<file path="src/rtl/ssec_pkg.sv">
package ssec_pkg;

  localparam logic [7:0] CMD_VERIFY  = 8'h60;
  localparam logic [7:0] CMD_SECTOR  = 8'h40;
  localparam logic [7:0] CMD_RESET   = 8'hF0;
  localparam logic [7:0] STAT_UNPROT = 8'h00;
  localparam logic [7:0] STAT_PROT   = 8'h01;

  typedef enum logic [1:0] {
    PH_IDLE, PH_SETUP, PH_PULSE, PH_HOLD
  } ssec_phase_t;

  typedef enum logic [3:0] {
    SQ_IDLE, SQ_ARM, SQ_W60, SQ_DLY, SQ_W40, SQ_RD, SQ_DROP, SQ_WRST, SQ_FIN
  } ssec_state_t;

  typedef struct packed {
    logic prot;
    logic unprot;
    logic err;
  } ssec_result_t;

endpackage

</file>
<file path="src/rtl/ssec_strobe_gen.sv">
module ssec_strobe_gen
  import ssec_pkg::*;
#(
  parameter int ADDR_W    = 23,
  parameter int SETUP_CYC = 2,
  parameter int PULSE_CYC = 4,
  parameter int HOLD_CYC  = 2
) (
  input  logic              clk,
  input  logic              rst_n,
  input  logic              go,
  input  logic              is_read,
  input  logic [ADDR_W-1:0] addr_i,
  input  logic [7:0]        wdata_i,
  input  logic [7:0]        dq_in,
  output logic [ADDR_W-1:0] addr_o,
  output logic [7:0]        dq_out,
  output logic              dq_oe,
  output logic              ce_n,
  output logic              we_n,
  output logic              oe_n,
  output logic [7:0]        rdata,
  output logic              op_done
);

  localparam int MAX_A = (SETUP_CYC > PULSE_CYC) ? SETUP_CYC : PULSE_CYC;
  localparam int MAXC  = (MAX_A > HOLD_CYC) ? MAX_A : HOLD_CYC;
  localparam int CW    = $clog2(MAXC + 1);

  ssec_phase_t   ph;
  logic [CW-1:0] cnt;
  logic          rd_q;

  always_ff @(posedge clk) begin
    if (!rst_n) begin
      ph     <= PH_IDLE;
      cnt    <= '0;
      rd_q   <= 1'b0;
      addr_o <= '0;
      dq_out <= '0;
      rdata  <= '0;
    end else begin
      case (ph)
        PH_IDLE: if (go) begin
          rd_q   <= is_read;
          addr_o <= addr_i;
          dq_out <= wdata_i;
          ph     <= PH_SETUP;
          cnt    <= CW'(SETUP_CYC - 1);
        end
        PH_SETUP: if (cnt == '0) begin
          ph  <= PH_PULSE;
          cnt <= CW'(PULSE_CYC - 1);
        end else cnt <= cnt - 1'b1;
        PH_PULSE: if (cnt == '0) begin
          if (rd_q) rdata <= dq_in;
          ph  <= PH_HOLD;
          cnt <= CW'(HOLD_CYC - 1);
        end else cnt <= cnt - 1'b1;
        default: if (cnt == '0) ph <= PH_IDLE;
                 else cnt <= cnt - 1'b1;
      endcase
    end
  end

  assign ce_n    = (ph == PH_IDLE);
  assign we_n    = !((ph == PH_PULSE) && !rd_q);
  assign oe_n    = !((ph == PH_PULSE) && rd_q);
  assign dq_oe   = (ph != PH_IDLE) && !rd_q;
  assign op_done = (ph == PH_HOLD) && (cnt == '0);

endmodule

</file>
<file path="src/rtl/ssec_wait_timer.sv">
module ssec_wait_timer #(
  parameter int CYC_PER_US = 100
) (
  input  logic clk,
  input  logic rst_n,
  input  logic load,
  output logic expired
);

  localparam int TW = $clog2(CYC_PER_US + 1);

  logic [TW-1:0] cnt;

  always_ff @(posedge clk) begin
    if (!rst_n)            cnt <= '0;
    else if (load)         cnt <= TW'(CYC_PER_US);
    else if (cnt != '0)    cnt <= cnt - 1'b1;
  end

  assign expired = (cnt == TW'(1));

endmodule

</file>
<file path="src/rtl/ssec_status_decode.sv">
module ssec_status_decode
  import ssec_pkg::*;
(
  input  logic [7:0]   status,
  output ssec_result_t result
);

  always_comb begin
    result = '0;
    if (status == STAT_PROT)        result.prot   = 1'b1;
    else if (status == STAT_UNPROT) result.unprot = 1'b1;
    else                            result.err    = 1'b1;
  end

endmodule

</file>
<file path="src/rtl/ssec_verify_seq.sv">
module ssec_verify_seq
  import ssec_pkg::*;
#(
  parameter int                ADDR_W     = 23,
  parameter int                CYC_PER_US = 100,
  parameter int                SETUP_CYC  = 2,
  parameter int                PULSE_CYC  = 4,
  parameter int                HOLD_CYC   = 2,
  parameter logic [ADDR_W-1:0] CMD_ADDR   = ADDR_W'('h2AA)
) (
  input  logic              clk,
  input  logic              rst_n,
  input  logic              start,
  input  logic              cfg_elevated,
  input  logic [ADDR_W-1:0] sec_addr,
  output logic              busy,
  output logic              done,
  output logic              res_protected,
  output logic              res_unprotected,
  output logic              res_error,
  output logic [ADDR_W-1:0] fl_addr,
  output logic [7:0]        fl_dq_out,
  output logic              fl_dq_oe,
  input  logic [7:0]        fl_dq_in,
  output logic              fl_ce_n,
  output logic              fl_we_n,
  output logic              fl_oe_n,
  output logic              fl_hv_req
);

  ssec_state_t       state;
  logic [ADDR_W-1:0] sec_q, sec_fixed, cmd_fixed, op_addr;
  logic [7:0]        op_data, rdata;
  logic              op_rd, op_go, op_done, issued, bus_state, tmr_exp, hv_q;
  ssec_result_t      dec, res_q;

  always_comb begin
    sec_fixed    = sec_addr;
    sec_fixed[6] = 1'b0;
    sec_fixed[1] = 1'b1;
    sec_fixed[0] = 1'b0;
    cmd_fixed    = CMD_ADDR;
    cmd_fixed[6] = 1'b0;
    cmd_fixed[1] = 1'b1;
    cmd_fixed[0] = 1'b0;
  end

  always_comb begin
    op_rd   = 1'b0;
    op_addr = cmd_fixed;
    op_data = CMD_RESET;
    case (state)
      SQ_W60: op_data = CMD_VERIFY;
      SQ_W40: begin op_addr = sec_q; op_data = CMD_SECTOR; end
      SQ_RD:  begin op_addr = sec_q; op_rd = 1'b1; end
      default: ;
    endcase
  end

  assign bus_state = (state == SQ_W60) || (state == SQ_W40) ||
                     (state == SQ_RD)  || (state == SQ_WRST);
  assign op_go     = bus_state && !issued;

  always_ff @(posedge clk) begin
    if (!rst_n) begin
      state  <= SQ_IDLE;
      issued <= 1'b0;
      sec_q  <= '0;
      hv_q   <= 1'b0;
      res_q  <= '0;
    end else begin
      if (op_go)        issued <= 1'b1;
      else if (op_done) issued <= 1'b0;
      case (state)
        SQ_IDLE: if (start) begin
          sec_q <= sec_fixed;
          hv_q  <= cfg_elevated;
          res_q <= '0;
          state <= SQ_ARM;
        end
        SQ_ARM:  state <= SQ_W60;
        SQ_W60:  if (op_done) state <= SQ_DLY;
        SQ_DLY:  if (tmr_exp) state <= SQ_W40;
        SQ_W40:  if (op_done) state <= SQ_RD;
        SQ_RD:   if (op_done) begin
          res_q <= dec;
          hv_q  <= 1'b0;
          state <= SQ_DROP;
        end
        SQ_DROP: state <= SQ_WRST;
        SQ_WRST: if (op_done) state <= SQ_FIN;
        default: state <= SQ_IDLE;
      endcase
    end
  end

  ssec_strobe_gen #(
    .ADDR_W(ADDR_W), .SETUP_CYC(SETUP_CYC),
    .PULSE_CYC(PULSE_CYC), .HOLD_CYC(HOLD_CYC)
  ) i_strobe (
    .clk(clk), .rst_n(rst_n), .go(op_go), .is_read(op_rd),
    .addr_i(op_addr), .wdata_i(op_data), .dq_in(fl_dq_in),
    .addr_o(fl_addr), .dq_out(fl_dq_out), .dq_oe(fl_dq_oe),
    .ce_n(fl_ce_n), .we_n(fl_we_n), .oe_n(fl_oe_n),
    .rdata(rdata), .op_done(op_done)
  );

  ssec_wait_timer #(.CYC_PER_US(CYC_PER_US)) i_timer (
    .clk(clk), .rst_n(rst_n),
    .load((state == SQ_W60) && op_done),
    .expired(tmr_exp)
  );

  ssec_status_decode i_decode (.status(rdata), .result(dec));

  assign busy            = (state != SQ_IDLE);
  assign done            = (state == SQ_FIN);
  assign res_protected   = res_q.prot;
  assign res_unprotected = res_q.unprot;
  assign res_error       = res_q.err;
  assign fl_hv_req       = hv_q;

endmodule

</file>
<file path="config.mk">
export PLATFORM = sky130hd
export DESIGN_NAME = ssec_verify_seq
export DESIGN_NICKNAME = d
export VERILOG_FILES = /design/src/rtl/ssec_pkg.sv /design/src/rtl/ssec_strobe_gen.sv /design/src/rtl/ssec_wait_timer.sv /design/src/rtl/ssec_status_decode.sv /design/src/rtl/ssec_verify_seq.sv
export SDC_FILE = /design/constraint.sdc
export NUM_CORES = 1
export LEC_CHECK = 0
export BUFFER_PORTS_ARGS = -buffer_cell sky130_fd_sc_hd__buf_2
export CAP_MARGIN = 20
export CORE_MARGIN = 1.5
export CORE_UTILIZATION = 57
export DETAILED_ROUTE_END_ITERATION = 8
export PLACE_DENSITY = 0.84
export SETUP_SLACK_MARGIN = 0.3
export SYNTH_ARGS = -nofsm -noshare
export SYNTH_HDL_FRONTEND = slang
export SYNTH_SLANG_ARGS = --single-unit
</file>
<file path="constraint.sdc">
create_clock -name clk -period 3.5 [get_ports clk]
set_clock_uncertainty 0.1 [all_clocks]
set_input_delay 0 -clock clk [delete_from_list [all_inputs] [get_ports clk]]
set_output_delay 0 -clock clk [all_outputs]
set_load 0.02 [all_outputs]
</file>
==> run metrics <==
RR Startpoint state[1]; Clk pin slew, worst setup/hold paths 0.08 ns; Register-to-Register Path Depth 6; # nets final around 520; I/O pin count 76; gr ovfl total 0; Leak 1.67 nW; site row count 27; Root Buffer clkbuf_8; Initial Utilization 58.7%; Max Freq slightly above 400 MHz; Unique masters post-synth between 40 and 50; Die X around 78 um; max cap viols 0; Util after Layout 74.4%; status finished, final reports clean; Pre-Repair DR Iteration Count 5; CTS tree yes; Post-Layout Cell Count 557; setup TNS 0 ns; RR Endpoint i_strobe.addr_o[16]; crit share post-route approximately 70%; CP startpoint kind register; Mean Syn Cell Area 8.14 um2; routed len/inst 14.1 um; largest net degree at the start of global routing between 60 and 70; Most used DFF post-synth dfxtp_1; GR Util met3 9.76%; CTS max path bufs 2; PnR Total Power 2.93 mW; power density cells 725 nW/um2; R2R Setup Slk 1.08 ns; DRC Markers 0; area of the multi-input gates 1520 um2; Final Hold Vio Count 0; initial DRC count 233; Worst Setup End Kind register; Inst Count DP 510; WHS Path Cells 4; Arr. time, crit path 2.61 ns; layout cells sized above 1 19.6%; count leader, synth nand2_1; Slew HR 50.2%; Synth top area share 47.0%; Post-synth EDFFs 0; Final Critical Period between 2 and 2.5 ns; htree depth 3; vias in the first global route just under 3000; initial antenna violation count 0; min-delay worst type primary input to register; Cells after Synth 392; placed wire-length estimate 4.33 mm; CP Data Required Time 3.69 ns; top cell type by total area after synthesis dfxtp_1; GRT busiest layer met2; Sequential Area 1500 um2; RSZ-0062 raised after global routing no; min-delay src start; die area 6060 um2; Num CTS Buffers 9; Slew Limit Fails 0; top post-synthesis cells by area dfxtp_1 47%, nand2_1 10%, a21oi_1 8.9%; # setup viols final 0; core area between 5000 and 6000 um2; #FFs+latches synth 75; vias per cell 5.47; Area growth, synth to finish 26.9%; Worst-Margin Slew ~0.75 ns; fill count 384; met2 Usage GRT 45.4%; total global-route track usage 28.0%; met1 Resource Use GR 31.3%; n_diodes 0; Sink Count 75; first-pass GRT wire length 13.1 mm; synth warn 0; Worst Path Max Fanout 16; vias post-DR 3045; FFs w/ async S/R, synth 0%; worst skew pair latency 0.36 ns; synth cell count leaders 86 x nand2_1, 75 x dfxtp_1, 57 x a21oi_1; gpl congestion 0.843; antenna viol nets, final 0; Setup CP Type register to register; area of the mapped netlist about 3200 um2; Hold Path Sink state[0]; Die Span Y around 78 um; Buffers on Ports 66; VDD IR-drop max 364 uV; postcts setup bufs 0; final WL 7.88 mm; sequential area share after synthesis 47.0%
## kinds of logic (layout without fill, tap and decap cells)
| group | after synthesis | count (layout) | share of synthesized area [%] |
|---|---|---|---|
| flops | 75 | 75 | 47.0 |
| xor+xnor | 5 | 5 | 1.37 |
| compound gates | 76 | 76 | 13.9 |
| buf+inv | 38 | 126 | 6.08 |
| other cells | 1 | 6 | 0.117 |
| simple gates | 184 | 184 | 26.7 |
| fa+ha+maj | 9 | 9 | 3.53 |
| mux | 4 | 4 | 1.25 |
## sequential cells by signal, indices dropped and copies added, names as in the netlist
signal,cells
res_protected,1
i_strobe.cnt,3
sec_q,21
i_timer.cnt,7
i_strobe.rdata,8
res_error,1
state,4
i_strobe.rd_q,1
i_strobe.dq_out,3
fl_hv_req,1
issued,1
i_strobe.ph,2
res_unprotected,1
i_strobe.addr_o,21
## layout by cell type (no fill, tap or decap), types with 2 or more instances in the layout
master / synthesis / final
nor2_1: 32 / 32
nor2b_1: 5 / 5
a21oi_1: 57 / 57
nor4b_1: 2 / 2
a2bb2oi_1: 2 / 2
dlygate4sd3_1: 0 / 30
o31a_1: 2 / 2
nand3b_1: 3 / 3
mux2i_1: 4 / 4
buf_2: 2 / 66
bufinv_16: 0 / 2
nand3_1: 21 / 21
nor3_1: 14 / 14
clkbuf_8: 0 / 11
dfxtp_1: 75 / 75
or2_2: 3 / 3
and2_1: 2 / 2
xor2_1: 2 / 2
ha_1: 9 / 9
o21ai_0: 3 / 3
o21a_1: 2 / 2
a32oi_1: 2 / 2
nor4_1: 3 / 3
nand2_1: 86 / 86
conb_1: 1 / 6
inv_1: 9 / 8
buf_4: 7 / 4
nand2b_1: 6 / 6
xnor2_1: 3 / 3
## stage by stage
stage	setup WS (ns)	hold slack, ns	instance area, um2
finish	1.08	0.0596	4050
global placement	1.20	0.142	3500
floorplan	1.55	0.0360	3210
CTS	1.09	0.0524	4030
detailed placement	1.13	0.147	3500
global route	0.897	0.105	4050
## layout make-up
class	count	area share (%)
flip-flops and latches	75	37.1
well taps	72	2.22
multi-input cells	284	37.4
clock inverters	4	1.79
repair buffers	101	16.8
inverters	9	0.834
clock buffers	12	3.83
## critical path, cell delays in order, from the launching register on
cell,delay (ns)
dfxtp_1,0.54
or4b_4,0.54
o21ai_4,0.11
nor3b_4,0.44
buf_4,0.31
nand3_1,0.13
a21oi_1,0.18
## power breakdown
group          switching [mW]  total [mW]  internal, mW
Clock                   0.318       0.757         0.439
Combinational           0.660        1.07         0.409
Sequential              0.114        1.11         0.994
## routing by layer
metal / wire length [um] / vias to the layer above
met1: 3200 / 1415
met4: 369 / 0
met2: 3820 / 114
li1: - / 1480
met3: 500 / 36
met5: 0 / -
## worst max path at each step
stage / from / cells after the start / endpoint
4_1_cts: state[1] / 6 / i_strobe.addr_o[16]
3_5_place_dp: state[1] / 6 / i_strobe.addr_o[10]
2_1_floorplan: i_strobe.ph[0] / 8 / i_strobe.cnt[2]
3_3_place_gp: state[1] / 6 / i_strobe.addr_o[12]
5_1_grt: state[1] / 6 / i_strobe.addr_o[16]
6_report: state[1] / 6 / i_strobe.addr_o[16]
## repair_timing
| action | 4_1_cts | 5_1_grt |
|---|---|---|
| setup endpoints to repair | 0 | 0 |
| endpoints found under the hold margin | 37 | 0 |
| resized for setup | 0 | 0 |
| hold buffers | 30 | 0 |
Power figures use the tool's default switching activity.
